[src/rtl/gd_pkg.sv]
package gd_pkg;
  localparam int SYM_PER_BYTE = 5;
  localparam int BYTE_W       = 8;
  localparam int PIX_W        = 2;
  localparam int DIG_STAGES   = 5;

  function automatic int bytes_for(input int npix);
    return (npix + SYM_PER_BYTE - 1) / SYM_PER_BYTE;
  endfunction
endpackage

[src/rtl/gd_code_split.sv]
module gd_code_split #(
  parameter int K    = 2,
  parameter int IB   = 4,
  parameter int CB   = 2,
  parameter int CNTW = IB + 1
) (
  input  logic [CB+IB-1:0] code_i,
  input  logic [K*CNTW-1:0] counts_i,
  output logic [CB-1:0]    cls_o,
  output logic [IB-1:0]    idx_o,
  output logic             zero_o,
  output logic             err_o
);
  logic [CNTW-1:0] cnt;
  logic            over;

  always_comb begin
    cls_o = code_i[CB+IB-1 -: CB];
    idx_o = code_i[IB-1:0];
    cnt   = '0;
    over  = 1'b1;
    for (int c = 1; c <= K; c++) begin
      if (cls_o == CB'(c)) begin
        cnt  = counts_i[(c-1)*CNTW +: CNTW];
        over = 1'b0;
      end
    end
    zero_o = (cls_o == '0);
    err_o  = !zero_o && (over || ({1'b0, idx_o} >= cnt));
  end
endmodule

[src/rtl/gd_scatter.sv]
module gd_scatter #(
  parameter int K = 2
) (
  input  logic [9*K-1:0] entry_i,
  output logic [8*K-1:0] bytes_o
);
  always_comb begin
    int j;
    j = 0;
    bytes_o = '0;
    for (int k = 0; k < K; k++) begin
      if (entry_i[k]) begin
        bytes_o[k*8 +: 8] = entry_i[K + j*8 +: 8];
        j++;
      end
    end
  end
endmodule

[src/rtl/gd_b3_stage.sv]
module gd_b3_stage #(
  parameter int K    = 2,
  parameter int NPIX = 9,
  parameter int STG  = 0
) (
  input  logic              clk,
  input  logic              rst_n,
  input  logic              adv,
  input  logic              v_i,
  input  logic              e_i,
  input  logic [8*K-1:0]    q_i,
  input  logic [2*NPIX-1:0] s_i,
  output logic              v_o,
  output logic              e_o,
  output logic [8*K-1:0]    q_o,
  output logic [2*NPIX-1:0] s_o
);
  logic [8*K-1:0]    q_nxt;
  logic [2*NPIX-1:0] s_nxt;

  always_comb begin
    logic [7:0] a, nq;
    logic [1:0] r;
    q_nxt = '0;
    s_nxt = s_i;
    for (int k = 0; k < K; k++) begin
      a  = q_i[k*8 +: 8];
      nq = a / 8'd3;
      r  = 2'(a - 8'(nq * 8'd3));
      q_nxt[k*8 +: 8] = nq;
      if (k*5 + STG < NPIX) s_nxt[(k*5+STG)*2 +: 2] = r;
    end
  end

  always_ff @(posedge clk or negedge rst_n) begin
    if (!rst_n) begin
      v_o <= 1'b0;
      e_o <= 1'b0;
      q_o <= '0;
      s_o <= '0;
    end else if (adv) begin
      v_o <= v_i;
      e_o <= e_i;
      q_o <= q_nxt;
      s_o <= s_nxt;
    end
  end
endmodule

[src/rtl/gd_group_decoder.sv]
module gd_group_decoder
  import gd_pkg::*;
#(
  parameter int GRP_PIX = 9,
  parameter int IDX_W   = 4,
  localparam int K      = bytes_for(GRP_PIX),
  localparam int CLS_W  = $clog2(K + 1),
  localparam int CODE_W = CLS_W + IDX_W,
  localparam int CNT_W  = IDX_W + 1,
  localparam int ENT_W  = K * (BYTE_W + 1),
  localparam int PIXB   = GRP_PIX * PIX_W
) (
  input  logic               clk,
  input  logic               rst_n,
  input  logic               in_valid,
  output logic               in_ready,
  input  logic [CODE_W-1:0]  in_code,
  input  logic [K*CNT_W-1:0] cls_count,
  output logic               lut_rd_en,
  output logic [CLS_W-1:0]   lut_rd_class,
  output logic [IDX_W-1:0]   lut_rd_idx,
  input  logic [ENT_W-1:0]   lut_rd_data,
  output logic               out_valid,
  input  logic               out_ready,
  output logic [PIXB-1:0]    out_pix,
  output logic               out_err
);
  logic adv, accept, sp_zero, sp_err, kill;

  gd_code_split #(.K(K), .IB(IDX_W), .CB(CLS_W), .CNTW(CNT_W)) u_split (
    .code_i(in_code), .counts_i(cls_count),
    .cls_o(lut_rd_class), .idx_o(lut_rd_idx),
    .zero_o(sp_zero), .err_o(sp_err)
  );

  // Request stage: issue the table read, keep its answer across a stall
  logic             s1_v, s1_err, s1_kill, s1_fresh;
  logic [ENT_W-1:0] s1_hold, ent;
  logic [8*K-1:0]   scat;

  assign kill      = sp_zero | sp_err;
  assign accept    = in_valid & adv;
  assign lut_rd_en = accept & ~kill;
  assign in_ready  = adv;
  assign ent       = s1_fresh ? lut_rd_data : s1_hold;

  always_ff @(posedge clk or negedge rst_n) begin
    if (!rst_n) begin
      s1_v     <= 1'b0;
      s1_err   <= 1'b0;
      s1_kill  <= 1'b1;
      s1_fresh <= 1'b0;
      s1_hold  <= '0;
    end else begin
      if (s1_fresh) s1_hold <= lut_rd_data;
      s1_fresh <= lut_rd_en;
      if (adv) begin
        s1_v    <= in_valid;
        s1_err  <= sp_err;
        s1_kill <= kill;
      end
    end
  end

  gd_scatter #(.K(K)) u_scatter (.entry_i(ent), .bytes_o(scat));

  // Scatter register feeding the digit pipeline
  logic            st0_v, st0_e;
  logic [8*K-1:0]  st0_q;
  logic [PIXB-1:0] st0_s;

  assign st0_s = '0;

  always_ff @(posedge clk or negedge rst_n) begin
    if (!rst_n) begin
      st0_v <= 1'b0;
      st0_e <= 1'b0;
      st0_q <= '0;
    end else if (adv) begin
      st0_v <= s1_v;
      st0_e <= s1_err;
      st0_q <= s1_kill ? '0 : scat;
    end
  end

  logic            st_v [1:DIG_STAGES];
  logic            st_e [1:DIG_STAGES];
  logic [8*K-1:0]  st_q [1:DIG_STAGES];
  logic [PIXB-1:0] st_s [1:DIG_STAGES];

  for (genvar g = 1; g <= DIG_STAGES; g++) begin : g_dig
    if (g == 1) begin : g_first
      gd_b3_stage #(.K(K), .NPIX(GRP_PIX), .STG(g-1)) u_stg (
        .clk(clk), .rst_n(rst_n), .adv(adv),
        .v_i(st0_v), .e_i(st0_e), .q_i(st0_q), .s_i(st0_s),
        .v_o(st_v[g]), .e_o(st_e[g]), .q_o(st_q[g]), .s_o(st_s[g])
      );
    end else begin : g_next
      gd_b3_stage #(.K(K), .NPIX(GRP_PIX), .STG(g-1)) u_stg (
        .clk(clk), .rst_n(rst_n), .adv(adv),
        .v_i(st_v[g-1]), .e_i(st_e[g-1]), .q_i(st_q[g-1]), .s_i(st_s[g-1]),
        .v_o(st_v[g]), .e_o(st_e[g]), .q_o(st_q[g]), .s_o(st_s[g])
      );
    end
  end

  assign out_valid = st_v[DIG_STAGES];
  assign out_err   = st_e[DIG_STAGES];
  assign out_pix   = st_s[DIG_STAGES];
  assign adv       = ~out_valid | out_ready;
endmodule

[config.mk]
export PLATFORM = sky130hd
export DESIGN_NAME = gd_group_decoder
export DESIGN_NICKNAME = d
export VERILOG_FILES = /design/src/rtl/gd_pkg.sv /design/src/rtl/gd_code_split.sv /design/src/rtl/gd_scatter.sv /design/src/rtl/gd_b3_stage.sv /design/src/rtl/gd_group_decoder.sv
export SDC_FILE = /design/constraint.sdc
export NUM_CORES = 1
export LEC_CHECK = 0
export BUFFER_PORTS_ARGS = -buffer_cell sky130_fd_sc_hd__buf_2
export CAP_MARGIN = 5
export CORE_ASPECT_RATIO = 0.6
export CORE_MARGIN = 3
export CORE_UTILIZATION = 65
export CTS_CLUSTER_SIZE = 14
export DETAILED_ROUTE_END_ITERATION = 7
export PLACE_DENSITY = 0.85
export SLEW_MARGIN = 30
export SYNTH_ARGS = -nofsm -noshare
export SYNTH_HDL_FRONTEND = slang
export SYNTH_SLANG_ARGS = --single-unit
[constraint.sdc]
create_clock -name clk -period 10.4 [get_ports clk]
set_clock_uncertainty 0.1 [all_clocks]
set_input_delay 0.52 -clock clk [delete_from_list [all_inputs] [get_ports clk]]
set_output_delay 0.52 -clock clk [all_outputs]
set_load 0.05 [all_outputs]
==> summary.md, run 1 <==
| Metric | Value |
|---|---|
| Status | complete, no violations |
| End of the critical path | g_dig[2].g_next.u_stg.s_o[3]$_DFFE_PN0N_ |
| Drt drc | 0 |
| Worst slew margin | 0.383 |
| Total design power | 3.17 mW |
| Largest stage delay, worst path | between 0.5 and 0.6 ns |
| Setup tns final | 0 ns |
| Worst hold slack | slightly below 0.04 ns |
| Final Max Tran Viols | 0 |
| Post-synthesis cell type count | 91 |
| GP Congestion | 0.915 |
| Port Buffer Count | 65 |
| R2R cell count | 19 |
| Largest net degree at the start of global routing | 84 |
| Worst r2r dst | g_dig[2].g_next.u_stg.s_o[3]$_DFFE_PN0N_ |
| WP buf/inv | 2 |
| Remaining Overflow, GRT | 0 |
| Mapped Cells | a little over 1,000 |
| Die width | 157 um |
| Crit start category | flip-flop |
| Initial DRT Pass Iterations | 5 |
| Unrepaired setup endpoints after global routing | no |
| M1 GR Usage | 0.386 |
| Setup-failing EPs final | 0 |
| Worst R2R Setup Slack | between 5 and 6 ns |
| Commonest cells post-synth | nand2_1 (230), dfrtp_1 (147), nor2_1 (79), a21oi_1 (65), o21ai_0 (55) |
| Period utilisation layout | 0.448 |
| Diode count | 0 |
| Hold Fails Final Rpt | 0 |
| Pwr Density | 324 mW/mm^2 |
| Reg clk slew, reported paths | 0.06 ns |
| Maximum clock frequency | 0.215 GHz |
| Placed Cells | between 1,000 and 1,500 |
| Gr usage total | 0.259 |
| WS Path Type | flip-flop to flip-flop |
| FFs w/ async S/R, synth | 1.00 |
| Clock Sinks | 148 |
| Rows | 32 |
| Ratio of cells with drive above 1 in the final layout | 0.139 |
| GRT busiest layer | met2 |
| CTS tree | done |
| Type of the most critical hold path | input port to asynchronous set/reset pin |
| Worst slew pin tran | 0.919 ns |
| Nets | ~1,100 |
| Synth Warn # | 0 |
| Die Span Y | 96.8 um |
| Ranking of synthesized cells by area | dfrtp_1 (41%), nand2_1 (9.7%), ha_1 (4.1%), a21oi_1 (3.6%), nor2_1 (3.3%) |
| Arrival @ worst endpoint | 4.83 ns |
| Clock buffer count from CTS | 17 |
| Crit path from | g_dig[1].g_first.u_stg.q_o[5]$_DFFE_PN0N_ |
| Filler Cells Inserted | 970 |
| Core ar. | 0.0131 sq mm |
| CP dominant cell by count | ha_1 |
| Clock root buffer | clkbuf_16 |
| Mapped Area | 0.00894 sq mm |
| Top-count cell post-synth | nand2_1 |
| Die Footprint | between 0.015 and 0.02 sq mm |
| EDFF count, synth | 0 |
| Clock buffer depth | 2 |
| Max Cap Violations | 0 |
| Synthesized area per cell | 8.60 sq um |
| Hold buffers post-CTS | 0 |
| Area Growth Syn to Fin | 9.29% |
| DR iter-0 viols | 592 |
| Synth top area share | 0.411 |
| Global-route wire length before repair | 32,800 um |
| Net count after synthesis | 1,106 |
| Vias | 7,503 |
| #FFs+latches synth | roughly 150 |
| Met2 usage | 0.392 |
| # Post-CTS Setup Buffers | 0 |
| Detail Route Antenna Nets | 0 |
| Worst path required time | 10.57 ns |
| VDD IR max | 0.192 mV |
| Leakage | roughly 4.5 nW |
| Vias/cell | 6.07 |
| Antenna violations before repair | 0 |
| Core Util, Final | 0.744 |
| Non-filler cells, final | 1,237 |
| Critical Path End Type | flip-flop |
| Prevailing post-synth register cell | dfrtp_1 |
| CP top delay family | compound AO/OA/AOI/OAI gates |
| WP depth | 19 |
| Routed WL | roughly 19,000 um |
| Reg-to-reg startpoint | g_dig[1].g_first.u_stg.q_o[5]$_DFFE_PN0N_ |
| Met3 Use GR | 0.0456 |
| Fin crit period | approximately 4.7 ns |
| Io pins | 66 |
| CP Max Fanout | 9 |
| Post_cts resized | 0 |
| Post-synthesis sequential area ratio | 0.414 |
| Vias in the first global route | 6,911 |
| Initial Util | 0.681 |
| Worst-Skew Late Latency | 0.42 ns |
| Drt wl/cell | 15.5 um |
| H-tree levels | 4 |
| Worst path cell trace | ha_1 -> mux2_4 -> nor2_1 -> nor2_1 -> a41oi_1 -> and2_1 -> inv_1 -> ha_1 -> a311oi_1 -> and3_2 -> o31a_4 -> inv_1 -> ha_1 -> nand2b_1 -> a211oi_1 -> a311oi_1 -> o2111ai_1 -> xnor2_1 -> o21ai_1 |
| Dpl hpwl | between 10,000 and 15,000 um |
| Slowest CP cell | dfrtp_1 |
| Leading area contributor after synthesis | dfrtp_1 |
-- sequential cells by signal, indices dropped and copies added, names as in the netlist --
signal                   count
g_dig.g_first.u_stg.s_o      4
st0_e                        1
g_dig.g_next.u_stg.v_o       4
s1_kill                      1
s1_fresh                     1
g_dig.g_next.u_stg.s_o      54
g_dig.g_next.u_stg.e_o       4
st0_q                       16
st0_v                        1
s1_hold                     18
g_dig.g_first.u_stg.v_o      1
g_dig.g_first.u_stg.q_o     14
g_dig.g_next.u_stg.q_o      26
s1_v                         1
s1_err                       1
g_dig.g_first.u_stg.e_o      1
-- metrics by stage --
stage | setup WS, ns | instance area [sq um]
final | 5.74 | 9770
after global routing | 5.40 | 9770
after CTS | 5.80 | 9770
after detailed placement | 5.87 | 9170
after global placement | 6.03 | 9170
after floorplan | 6.46 | 8940
-- kinds of logic after synthesis --
logic type	count (synthesis)	share of synthesized area
flops	148	0.414
xor+xnor	35	0.0351
fa+ha+maj	31	0.0428
buf+inv	110	0.0547
compound gates	246	0.183
simple gates	432	0.223
mux	37	0.0463
-- worst min-delay path by stage --
stage	from	to	slack, ns	cells after the start
floorplan	rst_n	g_dig[1].g_first.u_stg.e_o$_DFFE_PN0N_	0.12	0
global placement	g_dig[4].g_next.u_stg.v_o$_DFFE_PN0N_	g_dig[4].g_next.u_stg.v_o$_DFFE_PN0N_	0.34	2
detailed placement	g_dig[4].g_next.u_stg.v_o$_DFFE_PN0N_	g_dig[4].g_next.u_stg.v_o$_DFFE_PN0N_	0.35	2
CTS	rst_n	g_dig[1].g_first.u_stg.q_o[4]$_DFFE_PN0N_	0.06	1
global route	rst_n	g_dig[5].g_next.u_stg.s_o[4]$_DFFE_PN0N_	0.09	1
finish	rst_n	g_dig[1].g_first.u_stg.q_o[4]$_DFFE_PN0N_	0.04	1
-- report_power, final --
part	leakage [nW]	total, mW	switching [mW]	internal (mW)
combinational	2.39	1.49	0.880	0.615
clock	0.285	0.622	0.262	0.360
sequential	1.85	1.05	0.232	0.822
-- layer usage --
| metal | vias up | part of all wire |
|---|---|---|
| met2 | 246 | 0.45 |
| met4 | 0 | 0.014 |
| li1 | 3660 | - |
| met5 | - | 0 |
| met3 | 32 | 0.055 |
| met1 | 3565 | 0.48 |
-- final cells by class --
cell class | count | area, sq um | share of cell area
Tap cell | 170 | 213 | 0.0218
Multi-Input combinational cell | 781 | 4750 | 0.486
Clock buffer | 17 | 425 | 0.0435
Timing Repair Buffer | 69 | 365 | 0.0374
Inverter | 37 | 141 | 0.0145
Sequential cell | 148 | 3700 | 0.379
Clock inverter | 15 | 168 | 0.0172
-- placed cells by master (no fill, tap or decap), types with 15 or more instances in the layout --
| cell type | netlist | routed |
|---|---|---|
| dfrtp_1 | 147 | 147 |
| mux2_2 | 21 | 21 |
| buf_2 | 15 | 64 |
| inv_1 | 37 | 36 |
| clkbuf_16 | 0 | 17 |
| xor2_1 | 16 | 16 |
| xnor2_1 | 18 | 18 |
| o21ai_0 | 55 | 55 |
| nor3_1 | 15 | 15 |
| nand2b_1 | 20 | 20 |
| nor2_1 | 79 | 79 |
| nand2_1 | 230 | 230 |
| nand3_1 | 15 | 15 |
| ha_1 | 29 | 29 |
| a21oi_1 | 65 | 65 |
Note: power is estimated with default switching activity, not from simulation.
==> run 2: changes to the inputs <==
ABC_AREA = 1   (was unset)
CORE_UTILIZATION = 61   (was 65)
PLACE_DENSITY = 0.81   (was 0.85)
clock period = 4.5 ns   (was 10.4 ns; I/O delays follow)
==> run 2 against run 1 <==
Net effect: fmax is 22% higher; clock power is 110% higher; first-iteration DRC count is 17% lower; clock-buffer cell count stayed put; sequential power is 120% higher; worst setup slack worse by 5.1 ns; die area is 2.3% lower; flip-flop and latch count stayed put.
==> summary.md, run 2 <==
| Metric | Value |
|---|---|
| Critical Path End Type | flip-flop |
| Worst path required time | 4.75 ns (-5.82 ns) |
| Clock root buffer | clkbuf_16 |
| Ratio of cells with drive above 1 in the final layout | 0.149 (+0.00983) |
| Synth Area in Compound Gates | 0.126 (-0.0575) |
| Synthesized area per cell | 7.74 sq um (-10%) |
| Clock buffer count from CTS | 17 (unchanged) |
| Leakage | 4.84 nW (+7.1%) |
| Commonest cells post-synth | nand2_1 (332), dfrtp_1 (147), inv_1 (126), o21ai_0 (97), nor2_1 (58) |
| Sequential standard cell area | 0.00371 sq mm (about the same) |
| Port Buffer Count | 65 (unchanged) |
| Die Span Y | 95.7 um (-1.1%) |
| FFs w/ async S/R, synth | 1.00 (unchanged) |
| Clock buffer depth | 2 (unchanged) |
| Fin crit period | 3.83 ns (-0.825 ns) |
| Prevailing post-synth register cell | dfrtp_1 |
| Gr usage total | 0.227 (-0.0321) |
| Hold Fails Final Rpt | 0 (unchanged) |
| Routed WL | 16,100 um (-16%) |
| Final Max Tran Viols | 0 (unchanged) |
| Clock Sinks | 148 (unchanged) |
| Synth Area in XOR/XNOR | 0.0255 (-0.00960) |
| Top-count cell post-synth | nand2_1 |
| Antenna violations before repair | 0 (unchanged) |
| Period utilisation layout | 0.851 (+0.404) |
| Detail Route Antenna Nets | 0 (unchanged) |
| Setup-failing EPs final | 0 (unchanged) |
| Initial DRT Pass Iterations | 5 (unchanged) |
| Dpl hpwl | 10,900 um (-12%) |
| Multi-input logic area | 0.00377 sq mm (-21%) |
| Diode count | 0 (unchanged) |
| WS Path Type | flip-flop to flip-flop |
| Biggest regs | g_dig.g_next.u_stg.s_o: 54 flops, g_dig.g_next.u_stg.q_o: 26 flops, s1_hold: 18 flops |
| Die Footprint | 0.0149 sq mm (-2.3%) |
| Type of the most critical hold path | input port to flip-flop |
| Rows | 32 (unchanged) |
| Worst slew margin | 0.388 (+0.00585) |
| Drt drc | 0 (unchanged) |
| CP dominant cell by count | nand2_1 |
| CP Max Fanout | 5 (-4) |
| Synth Warn # | 0 (unchanged) |
| CTS tree | done |
| Reg clk slew, reported paths | 0.07 ns (about the same) |
| Vias in the first global route | 6,674 (-3.4%) |
| #FFs+latches synth | 148 (unchanged) |
| Unrepaired setup endpoints after global routing | no |
| Vias/cell | 5.25 (-13%) |
| Global-route wire length before repair | 28,300 um (-14%) |
| Area Growth Syn to Fin | 12.9% |
| VDD IR max | 0.337 mV (+76%) |
| Area share of fa/ha/maj cells after synthesis | 0.0443 (+0.00150) |
| Synth Area in Simple Gates | 0.254 (+0.0304) |
| Max Cap Violations | 0 (unchanged) |
| Mapped Cells | 1,057 (+1.7%) |
| Crit start category | flip-flop |
| Mapped Area | 0.00819 sq mm (-8.4%) |
| Non-filler cells, final | 1,301 (+5.2%) |
| Placed Cells | 1,260 (+4.6%) |
| # Post-CTS Setup Buffers | 0 (unchanged) |
| Initial Util | 0.631 (-0.0498) |
| Core ar. | 0.0130 sq mm (-1.2%) |
| H-tree levels | 4 (unchanged) |
| DR iter-0 viols | 493 (-17%) |
| Largest stage delay, worst path | 0.38 ns (-0.13 ns) |
| Net count after synthesis | 1,124 (+1.6%) |
| Commonest non-fill, non-tap cell in the layout | nand2_1 |
| Die width | 156 um (-1.2%) |
| Slowest CP cell | dfrtp_1 |
| Io pins | 66 (unchanged) |
| Drt wl/cell | 12.4 um (-20%) |
| Status | complete, no violations |
| Most frequent cells in the layout | nand2_1 (332), dfrtp_1 (146), inv_1 (126) |
| Main combinational cell family by area after synthesis | simple AND/OR/NAND/NOR gates |
| Vias | 6,828 (-9.0%) |
| GP Congestion | 0.855 (-6.6%) |
| Ranking of synthesized cells by area | dfrtp_1 (45%), nand2_1 (15%), o21ai_0 (5.9%), inv_1 (5.8%), ha_1 (4.4%) |
| Arrival @ worst endpoint | 4.08 ns (-0.75 ns) |
| Worst slew pin tran | 0.917 ns (-0.00170 ns) |
| Remaining Overflow, GRT | 0 (unchanged) |
| Maximum clock frequency | 0.261 GHz (+22%) |
| Setup tns final | 0 ns (unchanged) |
| Largest net degree at the start of global routing | 99 (+18%) |
| Pwr Density | 780 mW/mm^2 (+140%) |
| Post-synthesis cell type count | 48 (-47%) |
| Synth top area share | 0.449 (+0.0379) |
| Filler Cells Inserted | 1,028 (+6.0%) |
| Post-synthesis sequential area ratio | 0.453 (+0.0382) |
| Nets | 1,185 (+5.7%) |
| EDFF count, synth | 0 (unchanged) |
| Worst-Skew Late Latency | 0.42 ns (about the same) |
| Max FFs per register | 54 (unchanged) |
| Leading area contributor after synthesis | dfrtp_1 |
| Mux cell area share after synthesis | 0.0110 (-0.0353) |
| Top reg by flops | g_dig.g_next.u_stg.s_o |
## run 2: cell count changes after synthesis, moves of 20 or more
cell	before	now
nor2_1	79	58
nand3_1	15	48
nand2_1	230	332
mux2_2	21	0
a21oi_1	65	11
o21ai_0	55	97
inv_1	37	126
nand2b_1	20	0
## run 2: kinds of logic after synthesis
family          after synthesis
compound gates              178
xor+xnor                     23
fa+ha+maj                    29
buf+inv                     182
flops                       148
mux                           9
simple gates                488
## run 2: final cells by class
cell class | count | area share
Timing Repair Buffer | 79 | 0.0497
Clock buffer | 17 | 0.0460
Sequential cell | 148 | 0.401
Multi-Input combinational cell | 727 | 0.408
Tap cell | 170 | 0.0230
Clock inverter | 15 | 0.0130
Inverter | 145 | 0.0591
## run 2: power breakdown
part / internal [mW] / leakage (nW) / switching, mW
registers: 1.92 / 1.85 / 0.352
logic: 1.26 / 2.74 / 2.37
clock network: 0.718 / 0.256 / 0.591
total: 3.90 / 4.84 / 3.31
## run 2: worst paths after layout
| path | from | endpoint | slack [ns] | cells after the start |
|---|---|---|---|---|
| worst min-delay path | lut_rd_data[1] | s1_hold[1]$_DFF_PN0_ | 0.06 | 5 |
| min in group asynchronous | rst_n | g_dig[5].g_next.u_stg.s_o[9]$_DFFE_PN0N_ | 0.18 | 2 |
| worst max-delay path | st0_q[15]$_DFFE_PN0N_ | g_dig[1].g_first.u_stg.s_o[11]$_DFFE_PN0N_ | 0.67 | 30 |
| worst max register to register | st0_q[15]$_DFFE_PN0N_ | g_dig[1].g_first.u_stg.s_o[11]$_DFFE_PN0N_ | 0.67 | 30 |
| max in group asynchronous | rst_n | s1_fresh$_DFF_PN0_ | 2.96 | 3 |
| worst min register to register | g_dig[4].g_next.u_stg.v_o$_DFFE_PN0N_ | g_dig[5].g_next.u_stg.v_o$_DFFE_PN0N_ | 0.36 | 2 |
## run 2: critical path, delay by kind of cell (launching register included)
| kind | cells | cell delay (ns) |
|---|---|---|
| flip-flops | 1 | 0.38 |
| AND/OR/NAND/NOR | 17 | 1.76 |
| AO/OA/AOI/OAI | 4 | 0.51 |
| adder cells (fa/ha/maj) | 2 | 0.39 |
| buffers and inverters | 6 | 0.45 |
| XOR/XNOR | 1 | 0.15 |
## run 2: per-layer routing
layer / part of all wire / up-vias / wire (um) / global-route usage
li1: - / 3510 / - / -
met1: 0.48 / 3172 / 7750 / 0.301
met2: 0.47 / 122 / 7550 / 0.390
met3: 0.037 / 24 / 592 / 0.0445
met4: 0.011 / 0 / 178 / 0.0561
met5: 0 / - / 0 / 0
## run 2: what timing repair did
item                                   in CTS  in global routing
gates resized for setup                     0                  0
hold buffers                                9                  0
endpoints found under the hold margin      50                  0
setup endpoints to repair                   0                  0
## run 2: through the flow
step           power [mW]  worst slack, ns  instance area [sq um]  utilization  hold WS [ns]
6_report             7.21            0.668                   9250        0.713        0.0609
5_1_grt              7.94            0.194                   9250        0.713         0.104
4_1_cts              7.25            0.687                   9240        0.713        0.0282
3_5_place_dp         5.85            0.832                   8610        0.664        0.0671
3_3_place_gp         5.70            0.907                   8610        0.664        0.0630
2_1_floorplan        5.11             1.17                   8190            -        -0.171
==> run 3: changes to the inputs <==
CORE_UTILIZATION = 53   (was 61)
PLACE_DENSITY = 0.72   (was 0.81)
==> run 3 against run 2 <==
Net effect: cell count rose by 2.1%; utilization is 8.1 points lower; cell area increased by 1.1%; clock power grew 11%; sequential share of layout area shrank 0.45 points; critical path depth shrank 1; global-route usage fell by 2.8 points; critical path type unchanged.
==> summary.md, run 3 (synthesized netlist as in run 2, its figures left out) <==
| Metric | Value |
|---|---|
| Switching share of power | 0.444 (-0.0154) |
| Rows | 34 (+6.3%) |
| Clock buffer depth | 2 (unchanged) |
| Commonest non-fill, non-tap cell in the layout | nand2_1 |
| Drt drc | 0 (unchanged) |
| H-tree levels | 4 (unchanged) |
| Hold buffers post-CTS | 9 (unchanged) |
| GP Congestion | 0.874 (+2.3%) |
| Worst hold slack | 0.0386 ns (-0.0223 ns) |
| Largest stage delay, worst path | 0.45 ns (+0.07 ns) |
| CTS tree | done |
| Die width | 166 um (+7.0%) |
| Maximum clock frequency | 0.265 GHz (+1.5%) |
| Comb pwr share | 0.491 (-0.012) |
| Critical Path End Type | flip-flop |
| Drt wl/cell | 12.1 um (-2.0%) |
| Core ar. | 0.0148 sq mm (+14%) |
| Max Cap Violations | 0 (unchanged) |
| Clock network power share | 0.199 (+0.018) |
| Worst path required time | 4.75 ns (about the same) |
| Routed WL | 16,100 um (about the same) |
| Vias in the first global route | 6,491 (-2.7%) |
| Reg clk slew, reported paths | 0.07 ns (about the same) |
| Clock Sinks | 148 (unchanged) |
| Max FFs per register | 54 (unchanged) |
| Initial DRT Pass Iterations | 5 (unchanged) |
| Pwr Density | 783 mW/mm^2 (+0.32%) |
| Period utilisation layout | 0.839 (-0.0124) |
| CP dominant cell by count | nand2_1 |
| Clock root buffer | clkbuf_16 |
| Gr usage total | 0.199 (-0.0282) |
| Type of the most critical hold path | input port to flip-flop |
| Largest net degree at the start of global routing | 111 (+12%) |
| Biggest regs | g_dig.g_next.u_stg.s_o: 54 flops, g_dig.g_next.u_stg.q_o: 26 flops, s1_hold: 18 flops |
| Top reg by flops | g_dig.g_next.u_stg.s_o |
| Vias | 6,723 (-1.5%) |
| Total design power | 7.32 mW (+1.4%) |
| Arrival @ worst endpoint | 4.03 ns (-0.05 ns) |
| Setup-failing EPs final | 0 (unchanged) |
| Final Max Tran Viols | 0 (unchanged) |
| Crit start category | flip-flop |
| Hold Fails Final Rpt | 0 (unchanged) |
| Internal cell power | 4.07 mW (+4.3%) |
| Sequential share of power | 0.310 (-0.005) |
| Die Span Y | 102 um (+6.8%) |
| Worst slew margin | 0.358 (-0.0299) |
| Nets | 1,185 (unchanged) |
| Multi-input logic area | 0.00377 sq mm (unchanged) |
| Placed Area | 0.00864 sq mm (+0.41%) |
| # Post-CTS Setup Buffers | 0 (unchanged) |
| Slowest CP cell | dfrtp_1 |
| Worst-Skew Late Latency | 0.41 ns (about the same) |
| Diode count | 0 (unchanged) |
| Fin area | 0.00935 sq mm (+1.1%) |
| Fin crit period | 3.78 ns (-0.0559 ns) |
| Detail Route Antenna Nets | 0 (unchanged) |
| Die Footprint | 0.0170 sq mm (+14%) |
| DR iter-0 viols | 389 (-21%) |
| Filler Cells Inserted | 1,309 (+27%) |
| Global-route wire length before repair | 28,600 um (+1.1%) |
| Area Growth Syn to Fin | 14.2% |
| Antenna violations before repair | 0 (unchanged) |
| Non-filler cells, final | 1,328 (+2.1%) |
| Unrepaired setup endpoints after global routing | no |
| Dpl hpwl | 10,700 um (-1.5%) |
| Initial Util | 0.553 (-0.0781) |
| Vias/cell | 5.06 (-3.5%) |
| Port Buffer Count | 65 (unchanged) |
| Worst slew pin tran | 0.962 ns (+0.0449 ns) |
| Io pins | 66 (unchanged) |
| Clock buffer count from CTS | 17 (unchanged) |
| Sequential standard cell area | 0.00370 sq mm (about the same) |
| P_sw | 3.25 mW (-2.0%) |
| Most frequent cells in the layout | nand2_1 (332), dfrtp_1 (147), inv_1 (126) |
| Placed Cells | 1,288 (+2.2%) |
| Status | complete, no violations |
| VDD IR max | 0.386 mV (+15%) |
| Ratio of cells with drive above 1 in the final layout | 0.147 (-0.00164) |
| Post_cts resized | 0 (unchanged) |
| CP Max Fanout | 6 (+1) |
| Remaining Overflow, GRT | 0 (unchanged) |
| Setup tns final | 0 ns (unchanged) |
| Leakage | 4.88 nW (+0.84%) |
| WS Path Type | flip-flop to flip-flop |
[run 3: changes by cell type in the layout (fill, tap and decap cells not counted)]
cell / previous run / this run
clkinvlp_4: 5 / 2
clkinv_2: 2 / 1
clkbuf_8: 0 / 1
bufinv_16: 0 / 3
dfrtp_2: 1 / 0
inv_8: 1 / 0
inv_6: 7 / 6
dfrtp_1: 146 / 147
inv_4: 1 / 0
clkinv_4: 0 / 2
[run 3: through the flow]
step,util,setup WS [ns]
2_1_floorplan,-,1.17
3_3_place_gp,0.584,0.888
3_5_place_dp,0.584,0.778
4_1_cts,0.631,0.713
5_1_grt,0.631,0.229
6_report,0.631,0.724
[run 3: area by class of cell]
type	count	area share
multi-input cells	727	0.404
inverters	145	0.0588
clock inverters	13	0.0183
flip-flops and latches	148	0.396
clock buffers	18	0.0470
well taps	198	0.0265
repair buffers	79	0.0491
[run 3: power by group through the flow]
stage / clock network, mW / logic [mW] / registers, mW
after global placement: 0 / 3.46 / 2.27
after detailed placement: 0 / 3.55 / 2.29
final: 1.46 / 3.59 / 2.27
after floorplan: 0 / 2.61 / 2.50
after CTS: 1.49 / 3.60 / 2.27
after global routing: 1.54 / 4.17 / 2.36
[run 3: worst max-delay path: cells and delay by family (launching register included)]
family	cells	cell delay (ns)
simple gates	17	1.78
buf+inv	5	0.36
xor+xnor	1	0.15
fa+ha+maj	2	0.39
compound gates	4	0.49
flops	1	0.45
[run 3: worst paths after layout]
kind	start	endpoint	slack, ns	depth (start not counted)
worst min register to register	g_dig[4].g_next.u_stg.v_o$_DFFE_PN0N_	g_dig[5].g_next.u_stg.v_o$_DFFE_PN0N_	0.35	2
min in group asynchronous	rst_n	g_dig[2].g_next.u_stg.q_o[5]$_DFFE_PN0N_	0.34	2
worst max-delay path	st0_q[14]$_DFFE_PN0N_	g_dig[1].g_first.u_stg.s_o[11]$_DFFE_PN0N_	0.72	29
worst min-delay path	lut_rd_data[1]	s1_hold[1]$_DFF_PN0_	0.04	5
worst max register to register	st0_q[14]$_DFFE_PN0N_	g_dig[1].g_first.u_stg.s_o[11]$_DFFE_PN0N_	0.72	29
max in group asynchronous	rst_n	s1_kill$_DFFE_PN1N_	2.95	3
[run 3: metal layers]
layer	up-vias	GRT usage	wire length, um
met2	114	0.341	7160
met4	0	0.0431	70
met5	-	0	0
met1	3090	0.269	8240
li1	3512	-	-
met3	7	0.0363	605
